**src/rtl/dslp_pkg.sv**
```systemverilog
package dslp_pkg;
   typedef enum logic [1:0] {ST_RUN, ST_SYNC, ST_DEEP, ST_RST} dslp_state_e;

   localparam int A_MODE  = 0;
   localparam int A_EN    = 1;
   localparam int A_CTX0  = 2;
   localparam int A_STAT  = 4;
   localparam int A_CAUSE = 5;

   localparam int MB_ARM    = 0;
   localparam int MB_REGSLP = 1;
   localparam int MB_IDLE   = 2;

   localparam int SB_EXIT = 0;
   localparam int SB_BOR  = 1;
   localparam int SB_HOLD = 2;

   localparam int SRC_WDT = 0;
   localparam int SRC_BOR = 1;
   localparam int SRC_RTC = 2;
   localparam int SRC_EXT = 3;
   localparam int SRC_ULP = 4;
   localparam int NUM_SRC = 5;
endpackage

```
**src/rtl/dslp_entry.sv**
```systemverilog
module dslp_entry
   import dslp_pkg::*;
#(
   parameter int POR_CYCLES = 16
) (
   input  logic clk,
   input  logic rst_n,
   input  logic arm_set,
   input  logic instr_done,
   input  logic sleep_instr,
   input  logic regslp,
   input  logic idle_sel,
   input  logic rtc_gate,
   input  logic wake_any,
   output logic arm_q,
   output logic pdn_req,
   output logic por_req,
   output logic enter_pls,
   output logic wake_pls
);
   localparam int CNT_W = (POR_CYCLES > 2) ? $clog2(POR_CYCLES) : 1;

   generate
      if (POR_CYCLES < 2) begin : g_bad_por
         $error("POR_CYCLES must be at least 2");
      end
   endgenerate

   dslp_state_e state_q, state_d;
   logic [CNT_W-1:0] cnt_q;
   logic go;

   assign go = arm_q && instr_done && sleep_instr && regslp && !idle_sel;

   always_ff @(posedge clk or negedge rst_n) begin
      if (!rst_n)          arm_q <= 1'b0;
      else if (por_req)    arm_q <= 1'b0;
      else if (arm_set)    arm_q <= 1'b1;
      else if (instr_done) arm_q <= 1'b0;
   end

   always_comb begin
      state_d   = state_q;
      enter_pls = 1'b0;
      case (state_q)
         ST_RUN:  if (go) begin
                     if (rtc_gate) state_d = ST_SYNC;
                     else begin state_d = ST_DEEP; enter_pls = 1'b1; end
                  end
         ST_SYNC: if (!rtc_gate) begin state_d = ST_DEEP; enter_pls = 1'b1; end
         ST_DEEP: if (wake_any) state_d = ST_RST;
         ST_RST:  if (cnt_q == '0) state_d = ST_RUN;
         default: state_d = ST_RUN;
      endcase
   end

   always_ff @(posedge clk or negedge rst_n) begin
      if (!rst_n) begin
         state_q <= ST_RUN;
         cnt_q   <= '0;
      end else begin
         state_q <= state_d;
         if (state_q == ST_DEEP && wake_any) cnt_q <= CNT_W'(POR_CYCLES - 1);
         else if (state_q == ST_RST && cnt_q != '0) cnt_q <= cnt_q - 1'b1;
      end
   end

   assign pdn_req  = (state_q == ST_DEEP);
   assign por_req  = (state_q == ST_RST);
   assign wake_pls = pdn_req && wake_any;

   AST_ARM_ONE_SHOT: assert property (@(posedge clk) disable iff (!rst_n)
      (arm_q && instr_done && !arm_set) |=> !arm_q);
   AST_ENTRY_CAUSE: assert property (@(posedge clk) disable iff (!rst_n)
      $rose(pdn_req) |-> ($past(sleep_instr && instr_done) || $past(state_q == ST_SYNC)));
   AST_WAKE_TO_POR: assert property (@(posedge clk) disable iff (!rst_n)
      (pdn_req && wake_any) |=> (por_req && !pdn_req));
   AST_MODES_EXCL: assert property (@(posedge clk) disable iff (!rst_n)
      !(pdn_req && por_req));
endmodule

```
**src/rtl/dslp_wake.sv**
```systemverilog
module dslp_wake
   import dslp_pkg::*;
#(
   parameter bit EXT_RISING = 1'b1
) (
   input  logic               clk,
   input  logic               rst_n,
   input  logic               asleep,
   input  logic [NUM_SRC-1:0] raw,
   input  logic [NUM_SRC-1:0] src_en,
   input  logic               fault,
   input  logic [NUM_SRC:0]   cause_clr,
   output logic               wake_any,
   output logic               bor_wake,
   output logic [NUM_SRC:0]   cause_q
);
   logic [NUM_SRC-1:0] evt;
   logic [NUM_SRC-1:0] hit;

   generate
      for (genvar i = 0; i < NUM_SRC; i++) begin : g_src
         if (i == SRC_EXT) begin : g_edge
            logic prev_q;
            always_ff @(posedge clk or negedge rst_n) begin
               if (!rst_n) prev_q <= 1'b0;
               else        prev_q <= raw[i];
            end
            if (EXT_RISING) begin : g_rise
               assign evt[i] = raw[i] && !prev_q;
            end else begin : g_fall
               assign evt[i] = !raw[i] && prev_q;
            end
         end else begin : g_level
            assign evt[i] = raw[i];
         end
      end
   endgenerate

   assign hit      = evt & src_en;
   assign wake_any = asleep && ((|hit) || fault);
   assign bor_wake = hit[SRC_BOR];

   always_ff @(posedge clk or negedge rst_n) begin
      if (!rst_n) cause_q <= '0;
      else        cause_q <= (cause_q & ~cause_clr) | (wake_any ? {fault, hit} : '0);
   end

   AST_CAUSE_STICKY: assert property (@(posedge clk) disable iff (!rst_n)
      (cause_clr == '0) |=> ((cause_q & $past(cause_q)) == $past(cause_q)));
   AST_CAUSE_AWAKE_STILL: assert property (@(posedge clk) disable iff (!rst_n)
      !asleep |=> ((cause_q & ~$past(cause_q)) == '0));
endmodule

```
**src/rtl/dslp_regs.sv**
```systemverilog
module dslp_regs
   import dslp_pkg::*;
#(
   parameter int DATA_W  = 8,
   parameter int ADDR_W  = 3,
   parameter int CTX_NUM = 2
) (
   input  logic               clk,
   input  logic               rst_n,
   input  logic               wr_en,
   input  logic [ADDR_W-1:0]  wr_addr,
   input  logic [DATA_W-1:0]  wr_data,
   input  logic [ADDR_W-1:0]  rd_addr,
   output logic [DATA_W-1:0]  rd_data,
   input  logic               pdn_req,
   input  logic               por_req,
   input  logic               enter_pls,
   input  logic               wake_pls,
   input  logic               bor_wake,
   input  logic               arm_q,
   input  logic [NUM_SRC:0]   cause_q,
   output logic               arm_set,
   output logic               regslp,
   output logic               idle_sel,
   output logic [NUM_SRC-1:0] src_en,
   output logic [NUM_SRC:0]   cause_clr,
   output logic               io_hold
);
   generate
      if (DATA_W < NUM_SRC + 1) begin : g_bad_w
         $error("DATA_W too narrow for the cause register");
      end
      if (CTX_NUM < 1 || CTX_NUM > 2) begin : g_bad_ctx
         $error("CTX_NUM must be 1 or 2");
      end
   endgenerate

   logic wr_ok;
   logic exit_q, borf_q;
   logic [DATA_W-1:0] ctx_q [CTX_NUM];

   assign wr_ok     = wr_en && !pdn_req && !por_req;
   assign arm_set   = wr_ok && (wr_addr == ADDR_W'(A_MODE)) && wr_data[MB_ARM];
   assign cause_clr = (wr_ok && (wr_addr == ADDR_W'(A_CAUSE))) ? wr_data[NUM_SRC:0] : '0;

   always_ff @(posedge clk or negedge rst_n) begin
      if (!rst_n) begin
         regslp   <= 1'b0;
         idle_sel <= 1'b0;
         src_en   <= '0;
      end else if (por_req) begin
         regslp   <= 1'b0;
         idle_sel <= 1'b0;
         src_en   <= '0;
      end else if (wr_ok) begin
         if (wr_addr == ADDR_W'(A_MODE)) begin
            regslp   <= wr_data[MB_REGSLP];
            idle_sel <= wr_data[MB_IDLE];
         end
         if (wr_addr == ADDR_W'(A_EN)) src_en <= wr_data[NUM_SRC-1:0];
      end
   end

   generate
      for (genvar i = 0; i < CTX_NUM; i++) begin : g_ctx
         always_ff @(posedge clk or negedge rst_n) begin
            if (!rst_n) ctx_q[i] <= '0;
            else if (wr_ok && wr_addr == ADDR_W'(A_CTX0 + i)) ctx_q[i] <= wr_data;
         end
      end
   endgenerate

   always_ff @(posedge clk or negedge rst_n) begin
      if (!rst_n) begin
         exit_q  <= 1'b0;
         borf_q  <= 1'b0;
         io_hold <= 1'b0;
      end else begin
         if (wake_pls) exit_q <= 1'b1;
         else if (wr_ok && wr_addr == ADDR_W'(A_STAT) && wr_data[SB_EXIT]) exit_q <= 1'b0;
         if (wake_pls && bor_wake) borf_q <= 1'b1;
         else if (wr_ok && wr_addr == ADDR_W'(A_STAT) && wr_data[SB_BOR]) borf_q <= 1'b0;
         if (enter_pls) io_hold <= 1'b1;
         else if (wr_ok && wr_addr == ADDR_W'(A_STAT) && wr_data[SB_HOLD]) io_hold <= 1'b0;
      end
   end

   always_comb begin
      rd_data = '0;
      case (rd_addr)
         ADDR_W'(A_MODE):  begin
                              rd_data[MB_ARM]    = arm_q;
                              rd_data[MB_REGSLP] = regslp;
                              rd_data[MB_IDLE]   = idle_sel;
                           end
         ADDR_W'(A_EN):    rd_data[NUM_SRC-1:0] = src_en;
         ADDR_W'(A_STAT):  begin
                              rd_data[SB_EXIT] = exit_q;
                              rd_data[SB_BOR]  = borf_q;
                              rd_data[SB_HOLD] = io_hold;
                           end
         ADDR_W'(A_CAUSE): rd_data[NUM_SRC:0] = cause_q;
         default:          rd_data = '0;
      endcase
      for (int i = 0; i < CTX_NUM; i++) begin
         if (rd_addr == ADDR_W'(A_CTX0 + i)) rd_data = ctx_q[i];
      end
   end

   AST_HOLD_IN_POR: assert property (@(posedge clk) disable iff (!rst_n)
      por_req |-> io_hold);
   AST_CTX_FROZEN: assert property (@(posedge clk) disable iff (!rst_n)
      (pdn_req || por_req) |=> $stable(ctx_q[0]));
   AST_EN_CLEARED: assert property (@(posedge clk) disable iff (!rst_n)
      por_req |=> (src_en == '0));
endmodule

```
**src/rtl/dslp_ctrl.sv**
```systemverilog
module dslp_ctrl
   import dslp_pkg::*;
#(
   parameter int DATA_W     = 8,
   parameter int ADDR_W     = 3,
   parameter int CTX_NUM    = 2,
   parameter int POR_CYCLES = 16,
   parameter bit EXT_RISING = 1'b1
) (
   input  logic              clk,
   input  logic              rst_n,
   input  logic              wr_en,
   input  logic [ADDR_W-1:0] wr_addr,
   input  logic [DATA_W-1:0] wr_data,
   input  logic [ADDR_W-1:0] rd_addr,
   output logic [DATA_W-1:0] rd_data,
   input  logic              instr_done,
   input  logic              sleep_instr,
   input  logic              rtc_busy,
   input  logic              wdt_to,
   input  logic              bor_evt,
   input  logic              rtc_alarm,
   input  logic              ext_int,
   input  logic              ulp_wake,
   input  logic              fault_det,
   output logic              pdn_req,
   output logic              por_req,
   output logic              io_hold,
   output logic [NUM_SRC:0]  wake_cause
);
   logic arm_set, arm_q, regslp, idle_sel, enter_pls, wake_pls, wake_any, bor_wake;
   logic [NUM_SRC-1:0] src_en, raw;
   logic [NUM_SRC:0]   cause_clr;

   always_comb begin
      raw          = '0;
      raw[SRC_WDT] = wdt_to;
      raw[SRC_BOR] = bor_evt;
      raw[SRC_RTC] = rtc_alarm;
      raw[SRC_EXT] = ext_int;
      raw[SRC_ULP] = ulp_wake;
   end

   dslp_regs #(.DATA_W(DATA_W), .ADDR_W(ADDR_W), .CTX_NUM(CTX_NUM)) regs_i (
      .clk(clk), .rst_n(rst_n), .wr_en(wr_en), .wr_addr(wr_addr), .wr_data(wr_data),
      .rd_addr(rd_addr), .rd_data(rd_data), .pdn_req(pdn_req), .por_req(por_req),
      .enter_pls(enter_pls), .wake_pls(wake_pls), .bor_wake(bor_wake), .arm_q(arm_q),
      .cause_q(wake_cause), .arm_set(arm_set), .regslp(regslp), .idle_sel(idle_sel),
      .src_en(src_en), .cause_clr(cause_clr), .io_hold(io_hold));

   dslp_entry #(.POR_CYCLES(POR_CYCLES)) entry_i (
      .clk(clk), .rst_n(rst_n), .arm_set(arm_set), .instr_done(instr_done),
      .sleep_instr(sleep_instr), .regslp(regslp), .idle_sel(idle_sel),
      .rtc_gate(src_en[SRC_RTC] && rtc_busy), .wake_any(wake_any), .arm_q(arm_q),
      .pdn_req(pdn_req), .por_req(por_req), .enter_pls(enter_pls), .wake_pls(wake_pls));

   dslp_wake #(.EXT_RISING(EXT_RISING)) wake_i (
      .clk(clk), .rst_n(rst_n), .asleep(pdn_req), .raw(raw), .src_en(src_en),
      .fault(fault_det), .cause_clr(cause_clr), .wake_any(wake_any),
      .bor_wake(bor_wake), .cause_q(wake_cause));

   AST_FAULT_FLAG: assert property (@(posedge clk) disable iff (!rst_n)
      (pdn_req && fault_det) |=> (por_req && wake_cause[NUM_SRC]));
endmodule

```
**config.mk**
```make
export PLATFORM = sky130hd
export DESIGN_NAME = dslp_ctrl
export DESIGN_NICKNAME = d
export VERILOG_FILES = /design/src/rtl/dslp_pkg.sv /design/src/rtl/dslp_entry.sv /design/src/rtl/dslp_wake.sv /design/src/rtl/dslp_regs.sv /design/src/rtl/dslp_ctrl.sv
export SDC_FILE = /design/constraint.sdc
export NUM_CORES = 1
export LEC_CHECK = 0
export BUFFER_PORTS_ARGS = -buffer_cell sky130_fd_sc_hd__clkbuf_2
export CORE_MARGIN = 4
export CORE_UTILIZATION = 55
export DETAILED_ROUTE_END_ITERATION = 8
export HOLD_SLACK_MARGIN = 0.03
export PLACE_DENSITY_LB_ADDON = 0.08
export SLEW_MARGIN = 20
export SYNTH_ARGS = -nofsm -noshare
export SYNTH_HDL_FRONTEND = slang
export SYNTH_HIERARCHICAL = 1
export SYNTH_SLANG_ARGS = --single-unit
```
**constraint.sdc**
```tcl
create_clock -name clk -period 2.2 [get_ports clk]
set_input_delay 0.33 -clock clk [delete_from_list [all_inputs] [get_ports clk]]
set_output_delay 0.33 -clock clk [all_outputs]
set_load 0.05 [all_outputs]
```
==> results.toml <==
[synthesis]
synth_async_sr_flop_share_pct = 100
synth_top_area_share_pct = 45.1
syn_nets = 241
syn_avg_cell_area_um2 = 10.6
synth_xor_area_share_pct = 0.789
yosys.cell_types.count = 46
syn_area_um2 = 2220
yosysSeqAreaShare_pct = 45.1
synth_compound_area_share_pct = 12.1
synth_top_family_by_area = "simple AND/OR/NAND/NOR gates"
synthMuxAreaShare_pct = 14.2
yosys-top-cells-area = "dfrtp_1 45%, mux2_2 9.1%, mux2i_1 4.1%"
synth_warnings = 6
synth-main-ff-cell = "dfrtp_1"
syn_inst = 209
synth-simple-area-share_pct = 19.8
synth_fa_ha_area_share_pct = 3.38
ys_ff_latch = 40
synth_edf_count = 0
synth_top_area_cell = "dfrtp_1"

[clock_tree]
cts_root_buffer = "clkbuf_8"
cts_buffers = 5
postCtsSetupRepairBufs = 0
cts_htree_levels = 2
tritoncts = "done"
clockBufferDepth = 2
postCtsHoldBufs = 0
clkTransAtPathRegs_ns = 0.08
cts_resized = 0
clk_latency_ns = 0.28
cts.sinks = 40

[route]
drt_iter0_drc = 86
drcViolationCount = 0
wl_um = 5090
drt_pass1_iterations = 4
via_per_inst = 5.82
wl_per_cell_um = 16.5
postRouteAntennaNets = 0
num_vias = 1792

[final_layout]
fillCellCount = 312
fin_util_pct = 69.5
antennaDiodeCount = 0
stdcell_area_um2 = 2620
layout.nets = 291
drive_above_1_share_pct = 32.7
final_common_cell = "clkbuf_2"
most-common-layout-cells = "42 x clkbuf_2, 40 x dfrtp_1, 18 x mux2_2"
layout.cells.non_filler = 308
multi_input_area_um2 = 1120
synthToLayoutAreaGrowth_pct = 18.0
regArea_um2 = 1000

[critical_path]
cp.arrival_ns = 1.65
r2r_start = "entry_i/state_q[0]$_DFFE_PN0P_"
worst-path-max-fanout = 9
ff2ff_setup_slack_ns = 0.28
end_kind = "primary output"
startpoint_type = "flip-flop"
cp.required_ns = 1.87
cp-endpoint = "por_req"
rr_worst_depth = 6
startpoint = "entry_i/state_q[0]$_DFFE_PN0P_"
r2r-end = "entry_i/arm_q$_DFFE_PN0P_"
critPathKind = "flip-flop to primary output"

[placement]
post-dp-hpwl_um = 3870
io_buffers = 42
gp_congestion = 0.809
place_area_um2 = 2510
dp_cells = 300

[die]
die_x_um = 71.5
fp-row-count = 22
die_y_um = 71.5
boundaryPins = 43
start_util_pct = 58.9
core_area_um2 = 3770
dieArea_um2 = 5120

[global_routing]
track_usage_pct = 21.3
grt_pass1_vias = 1766
grt_pass1_wl_um = 8590
antenna_found_initial = 0
gr-total-overflow = 0
grt_max_degree = 41

[sta]
whs_ns = 0.0950
finalCritPeriodShare_pct = 90.0
setup_viol = 0
tightest_slew_ns = 0.511
fin_tns_setup_ns = 0
slew_violations = 0
rsz0062_at_grt = "no"
fin_skew_ns = 0.00516
hold_viol = 0
period_minus_slack_ns = 1.98
maxSlewHeadroom_pct = 65.9
max_freq_mhz = 505

[pwr]
power_frac_clock_pct = 17.3
switching_share_pct = 42.1
pwr-share-comb_pct = 45.6
switching_power_mw = 1.40
seqPwrFrac_pct = 37.1
leakage_nw = 1.25
peakVddDrop_v = 0.000928
powerDensity_nw_per_um2 = 1270
p_int_mw = 1.92

[worst_hold_path]
hold_path.class = "input port to async pin"

[outcome]
outcome = "finished, final reports clean"

[job]
cap_viol_max_count = 0
-- sequential cells by signal, summed over array words and instances, names as in the netlist --
signal	cells
wake_i/g_src.g_edge.prev_q	1
entry_i/cnt_q	4
regs_i/io_hold	1
regs_i/exit_q	1
regs_i/regslp	1
regs_i/ctx_q	16
wake_i/cause_q	6
regs_i/idle_sel	1
regs_i/borf_q	1
entry_i/arm_q	1
entry_i/state_q	2
regs_i/src_en	5
-- how the worst min path moves through the flow --
stage	start	end	slack (ns)	cells past startpoint
after CTS	rst_n	regs_i/ctx_q[0]$_DFFE_PN0P_	0.10	2
after global routing	rst_n	regs_i/ctx_q[0]$_DFFE_PN0P_	0.13	2
after global placement	rst_n	regs_i/ctx_q[0]$_DFFE_PN0P_	0.41	2
final	rst_n	regs_i/ctx_q[0]$_DFFE_PN0P_	0.09	2
after detailed placement	rst_n	regs_i/ctx_q[0]$_DFFE_PN0P_	0.41	2
after floorplan	rst_n	entry_i/arm_q$_DFFE_PN0P_	0.03	0
-- critical path, cell delays in order (launching register included) --
cell and delay (ns):
dfrtp_1 0.37, ha_1 0.49, buf_4 0.23, clkbuf_2 0.27
-- power by group through the flow --
stage	logic (mW)	registers [mW]	clock network [mW]
2_1_floorplan	0.960	1.38	0
3_3_place_gp	1.47	1.24	0
3_5_place_dp	1.50	1.25	0
4_1_cts	1.52	1.23	0.592
5_1_grt	1.64	1.27	0.625
6_report	1.51	1.23	0.576
-- per-stage QoR --
stage / power (mW) / worst slack, ns
3_3_place_gp: 2.71 / 0.330
6_report: 3.32 / 0.220
4_1_cts: 3.35 / 0.219
3_5_place_dp: 2.75 / 0.316
2_1_floorplan: 2.34 / 0.0477
5_1_grt: 3.54 / 0.112
-- cell usage after synthesis (all sizes together) (2+ instances only) --
| library cell | n |
|---|---|
| a21oi | 11 |
| a22o | 4 |
| a22oi | 3 |
| a31oi | 2 |
| and2 | 8 |
| and3 | 2 |
| and3b | 2 |
| buf | 5 |
| clkbuf | 2 |
| dfrtp | 40 |
| ha | 6 |
| inv | 17 |
| mux2 | 18 |
| mux2i | 9 |
| nand2 | 10 |
| nand2b | 2 |
| nand3 | 13 |
| nand3b | 2 |
| nand4 | 2 |
| nor2 | 13 |
| nor3 | 3 |
| nor4 | 2 |
| nor4b | 4 |
| o21ai | 13 |
| o2bb2ai | 3 |
| o32a | 2 |
-- logic make-up after synthesis --
logic type	after synthesis
muxes	28
adders and majority gates	6
DFF	40
and+or+nand+nor	67
buffers and inverters	24
xor gates and xnor gates	2
AOI/OAI and AO/OA	42
-- metal layers --
metal | vias up | track usage, % | wire (um)
li1 | 849 | - | -
met1 | 876 | 30.2 | 2320
met2 | 63 | 33.0 | 2410
met3 | 4 | 5.33 | 336
met4 | 0 | 5.22 | 30
met5 | - | 0 | 0
-- layout make-up --
| cell class | count | area share, % |
|---|---|---|
| clock buffers | 6 | 2.77 |
| clock inverters | 2 | 1.34 |
| inverters | 17 | 2.44 |
| multi-input cells | 145 | 42.6 |
| flip-flops and latches | 40 | 38.2 |
| well taps | 48 | 2.29 |
| repair buffers | 50 | 10.3 |
Note: power is estimated with default switching activity, not from simulation.
